## config.mk

```make
export PLATFORM = sky130hd
export DESIGN_NAME = sdpin_fault_monitor
export DESIGN_NICKNAME = d
export VERILOG_FILES = /design/src/rtl/sdm_pkg.sv /design/src/rtl/sdm_edge.sv /design/src/rtl/sdm_window.sv /design/src/rtl/sdpin_fault_monitor.sv
export SDC_FILE = /design/constraint.sdc
export NUM_CORES = 1
export LEC_CHECK = 0
export BUFFER_PORTS_ARGS = -buffer_cell sky130_fd_sc_hd__buf_4
export CELL_PAD_IN_SITES_DETAIL_PLACEMENT = 0
export CELL_PAD_IN_SITES_GLOBAL_PLACEMENT = 1
export CORE_AREA = 2 2 39 41
export DETAILED_ROUTE_END_ITERATION = 12
export DIE_AREA = 0 0 41 43
export PLACE_DENSITY = 0.61
export SETUP_SLACK_MARGIN = 0.5
export SLEW_MARGIN = 10
export SYNTH_ARGS = -nofsm -noshare
export SYNTH_HDL_FRONTEND = slang
export SYNTH_SLANG_ARGS = --single-unit
```

## constraint.sdc

```tcl
create_clock -name clk -period 1.5 [get_ports clk]
set_clock_uncertainty 0.05 [all_clocks]
set_input_delay 0.375 -clock clk [delete_from_list [all_inputs] [get_ports clk]]
set_output_delay 0.375 -clock clk [all_outputs]
set_load 0.1 [all_outputs]
```

## src/rtl/sdm_pkg.sv

```systemverilog
package sdm_pkg;
    typedef enum logic [1:0] {
        SDM_COUNT = 2'd0,
        SDM_LAST  = 2'd1,
        SDM_HALT  = 2'd2
    } sdm_state_e;
endpackage

```

## src/rtl/sdm_edge.sv

```systemverilog
module sdm_edge (
    input  logic clk,
    input  logic rst_n,
    input  logic sig,
    output logic rise,
    output logic fall
);
    logic sig_q;

    always_ff @(posedge clk) begin
        if (!rst_n) sig_q <= 1'b0;
        else        sig_q <= sig;
    end

    assign rise = sig & ~sig_q;
    assign fall = ~sig & sig_q;
endmodule

```

## src/rtl/sdm_window.sv

```systemverilog
module sdm_window #(
    parameter int WIN_CYCLES = 4
) (
    input  logic clk,
    input  logic rst_n,
    input  logic en,
    input  logic step,
    output logic done
);
    localparam int CW = (WIN_CYCLES > 1) ? $clog2(WIN_CYCLES) : 1;
    localparam logic [CW-1:0] LAST_IDX = CW'(WIN_CYCLES - 1);

    logic [CW-1:0] cnt_q;

    assign done = en & step & (cnt_q == LAST_IDX);

    always_ff @(posedge clk) begin
        if (!rst_n) begin
            cnt_q <= '0;
        end else if (en && step) begin
            cnt_q <= done ? '0 : cnt_q + 1'b1;
        end
    end
endmodule

```

## src/rtl/sdpin_fault_monitor.sv

```systemverilog
module sdpin_fault_monitor
    import sdm_pkg::*;
#(
    parameter int WIN_CYCLES = 4
) (
    input  logic clk,
    input  logic rst_n,
    input  logic gate,
    input  logic startup,
    input  logic cmp_hi,
    output logic mode_sel,
    output logic thr_sel,
    output logic ot_fault,
    output logic ov_fault
);
    sdm_state_e state_q, state_d;
    logic gate_rise, gate_fall, win_done;
    logic mode_q, ot_q, ov_q;
    logic trip_ot, trip_ov, sample_now;

    sdm_edge u_edge (
        .clk   (clk),
        .rst_n (rst_n),
        .sig   (gate),
        .rise  (gate_rise),
        .fall  (gate_fall)
    );

    sdm_window #(.WIN_CYCLES(WIN_CYCLES)) u_window (
        .clk   (clk),
        .rst_n (rst_n),
        .en    (state_q == SDM_COUNT),
        .step  (gate_rise),
        .done  (win_done)
    );

    // Polarity differs per phase: thermal fails low, overvoltage fails high.
    assign trip_ot    = mode_q & ~cmp_hi;
    assign trip_ov    = ~mode_q & cmp_hi;
    assign sample_now = (state_q == SDM_LAST) & gate_fall;

    always_comb begin
        state_d = state_q;
        unique case (state_q)
            SDM_COUNT: if (win_done) state_d = SDM_LAST;
            SDM_LAST:  if (gate_fall) state_d = (trip_ot | trip_ov) ? SDM_HALT : SDM_COUNT;
            SDM_HALT:  state_d = SDM_HALT;
            default:   state_d = SDM_COUNT;
        endcase
    end

    // State register
    always_ff @(posedge clk) begin
        if (!rst_n) state_q <= SDM_COUNT;
        else        state_q <= state_d;
    end

    // Output register: phase select and latched faults
    always_ff @(posedge clk) begin
        if (!rst_n) begin
            mode_q <= 1'b1;
            ot_q   <= 1'b0;
            ov_q   <= 1'b0;
        end else if (sample_now) begin
            ot_q <= trip_ot;
            ov_q <= trip_ov;
            if (!(trip_ot || trip_ov)) mode_q <= ~mode_q;
        end
    end

    assign mode_sel = mode_q;
    assign thr_sel  = mode_q & startup;
    assign ot_fault = ot_q;
    assign ov_fault = ov_q;
endmodule

```

==> impl_results.rst <==
.. list-table::
   :header-rows: 1

   * - Metric
     - Value
   * - Tightest Pin Transition
     - approximately 0.26 ns
   * - CP endpoint kind
     - output pin
   * - Starting Density
     - 0.2812
   * - Synth Area per Inst
     - approximately 11 sq um
   * - Number of remaining DRC errors
     - 0
   * - Routed Antenna Nets
     - 0
   * - P&R area growth vs syn
     - 61.09%
   * - Largest stage delay on the critical path
     - between 0.3 and 0.4 ns
   * - Routed via count
     - around 300
   * - Post-DP HPWL
     - 515.5 um
   * - Sequential-to-total area share from yosys stat
     - 0.4116
   * - DRC violation total after the first TritonRoute iteration
     - 3
   * - Hold EP
     - mode_sel$_SDFFE_PN1P_
   * - Number of filler instances in the final layout
     - ~130
   * - Highest-count cells in the layout ignoring fill and taps
     - sky130_fd_sc_hd__buf_4 (7), sky130_fd_sc_hd__mux2i_1 (4), sky130_fd_sc_hd__nor2b_1 (4), sky130_fd_sc_hd__dfxtp_4 (4), sky130_fd_sc_hd__buf_12 (4)
   * - Post-Route WL
     - roughly 760 um
   * - Share of post-route cells with drive strength above 1
     - 0.5660
   * - Largest family of logic cells by synthesized area
     - simple AND/OR/NAND/NOR gates
   * - Reg-to-reg endpoint
     - mode_sel$_SDFFE_PN1P_
   * - Class of the tightest hold or removal check
     - primary input to register
   * - Post-synthesis adder-cell area fraction
     - 0.09646
   * - Placed Instance Area
     - 484.2 sq um
   * - Antenna violations before repair
     - 0
   * - Grt ovf
     - 0
   * - Maximum vdd ir drop
     - approximately 0.53 mV
   * - Data arrival time at the worst-slack endpoint
     - ~0.90 ns
   * - Number of synthesized register bits
     - 8
   * - Instance count along the most critical hold path
     - 2
   * - Cell-by-cell listing of the critical path
     - and2_4 -> buf_12
   * - Cell type of the slowest stage on the worst timing path
     - sky130_fd_sc_hd__dfxtp_4
   * - Overall die width
     - about 41 um
   * - Detailed-routing iteration count for the pre-antenna-repair pass
     - 2
   * - Routed wire length per instance
     - around 11 um
   * - Mapped Cells
     - 37
   * - Unrepaired setup endpoints after global routing
     - yes
   * - Net count, final
     - just over 60
   * - Via density per instance
     - approximately 4.4
   * - Critical path class
     - register to output pin
   * - Startpoint of the most critical register-to-register path
     - mode_sel$_SDFFE_PN1P_
   * - Minimum clock period
     - approximately 1.3 ns
   * - M2 GR Usage
     - 0.1531
   * - GRT busiest layer
     - met2
   * - Post-synthesis mux area share
     - 0.1029
   * - Status
     - finished, final reports clean
   * - Number of warning messages in the yosys log
     - 0
   * - CTS max path bufs
     - 2
   * - Worst-case reg-to-reg path depth
     - 5
   * - Final Instance Area
     - 626.9 sq um
   * - H-Tree Level Count
     - 1
   * - Total power density per cell area
     - 726.5 nW/um^2
   * - Final setup TNS
     - 0 ns
   * - Total global-route track usage
     - 0.1176
   * - Port buffer count
     - 8
   * - Top fanout value on the critical path
     - 3
   * - Post-synthesis net count
     - 45
   * - Met3 track demand over resource
     - 0.09424
   * - Largest net degree at the start of global routing
     - 9
   * - CP Launch Type
     - register
   * - Count of final hold-check violations
     - 0
   * - Clock-pin transition on the worst setup and hold timing paths
     - 0.05 ns
   * - Most common library cell in the layout ignoring fill and taps
     - sky130_fd_sc_hd__buf_4
   * - Worst-case headroom to the max-slew limit
     - 0.8231
   * - Total die area
     - between 1500 and 2000 sq um
   * - Root buffer selected by CTS
     - sky130_fd_sc_hd__clkbuf_4
   * - Worst Hold Launch
     - rst_n
   * - Synth Area in Compound Gates
     - 0.07074
   * - Number of buffers inserted for hold repair after clock tree synthesis
     - 0
   * - Antenna diode count
     - 0
   * - Floorplan die height
     - 43 um
   * - Parity-gate share of the synthesized area counting xor and xnor cells
     - 0
   * - Period Utilization, post-route
     - 0.8863
   * - Placer congestion estimate
     - around 0.72
   * - Final-report setup violation count
     - 0
   * - Final max-slew violation count
     - 0
   * - Netlist Area Pre-Place
     - 389.1 sq um
   * - Share of synthesized cell area in and, or, nand and nor gates
     - 0.2894
   * - Number of global-route vias before repair
     - 321
   * - Clock insertion delay at the later pin of the skew report
     - 0.25 ns
   * - Count of cell types in the netlist
     - 17
   * - Achievable frequency
     - 752.2 MHz
   * - Total number of placement rows
     - 14
   * - Number of top-level pins
     - 9
   * - R2R Setup Slk
     - 0.26 ns
   * - Met1 capacity usage during global routing
     - 0.1419
   * - Core area
     - around 1400 sq um
   * - TritonCTS clock tree
     - yes
   * - Count of maximum capacitance violations
     - 0
   * - Required time reported for the critical path endpoint
     - around 1.1 ns
   * - Wire length of the first global-routing pass
     - 1.317 mm
   * - Static power due to leakage
     - ~0.26 nW
   * - Number of clock buffers inserted by TritonCTS
     - 3
   * - Count of clock tree sinks
     - 8
cell type report:
class,count,area [sq um],share of cell area
Sequential cell,8,177.7,0.2834
Tap cell,16,20.02,0.03194
Timing Repair Buffer,12,143.9,0.2295
Multi-Input combinational cell,26,247.7,0.3952
Inverter,3,11.26,0.01796
Clock buffer,4,26.28,0.04192
timing repair:
item | in CTS | in global routing
setup buffers | 3 | 1
endpoints found under the setup margin | 10 | 10
gates resized for setup | 16 | 6
pin swaps | 2 | 3
flip-flops by register name, summed over array words and instances (netlist names):
name / flops
u_window.cnt_q: 2
state_q: 2
u_edge.sig_q: 1
ot_fault: 1
mode_sel: 1
ov_fault: 1
cells by family after synthesis:
family / after synthesis
compound gates: 5
fa+ha+maj: 3
buf+inv: 3
flops: 8
mux: 4
simple gates: 14
cell usage after synthesis (all sizes together):
master / instances / area (sq um)
a21boi: 1 / 7.510
a21oi: 2 / 10.01
and2: 2 / 12.51
and3: 1 / 6.260
and4bb: 1 / 16.27
dfxtp: 8 / 160.2
ha: 3 / 37.54
inv: 3 / 11.26
mux2i: 4 / 40.04
nand2b: 2 / 12.51
nand3: 1 / 5.000
nor2: 1 / 3.750
nor2b: 4 / 25.02
nor4b: 1 / 23.77
o21ai: 2 / 10.00
or2b: 1 / 7.510
metrics by stage:
stage	total power, mW	hold WS [ns]	util	std cells	worst slack (ns)
3_3_place_gp	0.2739	0.4529	0.3499	61	0.2223
2_1_floorplan	0.2580	0.4033	-	37	0.1538
4_1_cts	0.4648	0.2850	0.4340	68	0.1598
6_report	0.4554	0.2890	0.4530	69	0.1706
5_1_grt	0.4862	0.2843	0.4530	69	0.1349
3_5_place_dp	0.2768	0.4640	0.3499	61	0.2018
critical path, delay by kind of cell (launching register included):
kind          cells  cell delay, ns
buf+inv           1            0.16
flops             1            0.35
simple gates      1            0.14
where the power goes:
part / switching (mW) / leakage [nW] / internal (mW)
Sequential: 0.00503 / 0.0682 / 0.212
Combinational: 0.0289 / 0.173 / 0.0321
Clock: 0.0754 / 0.0150 / 0.102
Total: 0.109 / 0.256 / 0.346
worst max-delay path by stage:
stage	from	endpoint	slack, ns	depth (start not counted)
after floorplan	mode_sel$_SDFFE_PN1P_	thr_sel	0.15	1
after global placement	gate	ov_fault$_SDFFE_PN0P_	0.22	4
after detailed placement	gate	ot_fault$_SDFFE_PN0P_	0.20	4
after CTS	mode_sel$_SDFFE_PN1P_	thr_sel	0.16	2
after global routing	mode_sel$_SDFFE_PN1P_	thr_sel	0.13	2
final	mode_sel$_SDFFE_PN1P_	thr_sel	0.17	2
layer usage:
layer	vias up	part of all wire
li1	157	-
met1	141	0.41
met2	6	0.52
met3	0	0.062
met4	0	0
met5	-	0
No activity file was read; power rests on OpenSTA's default activity.
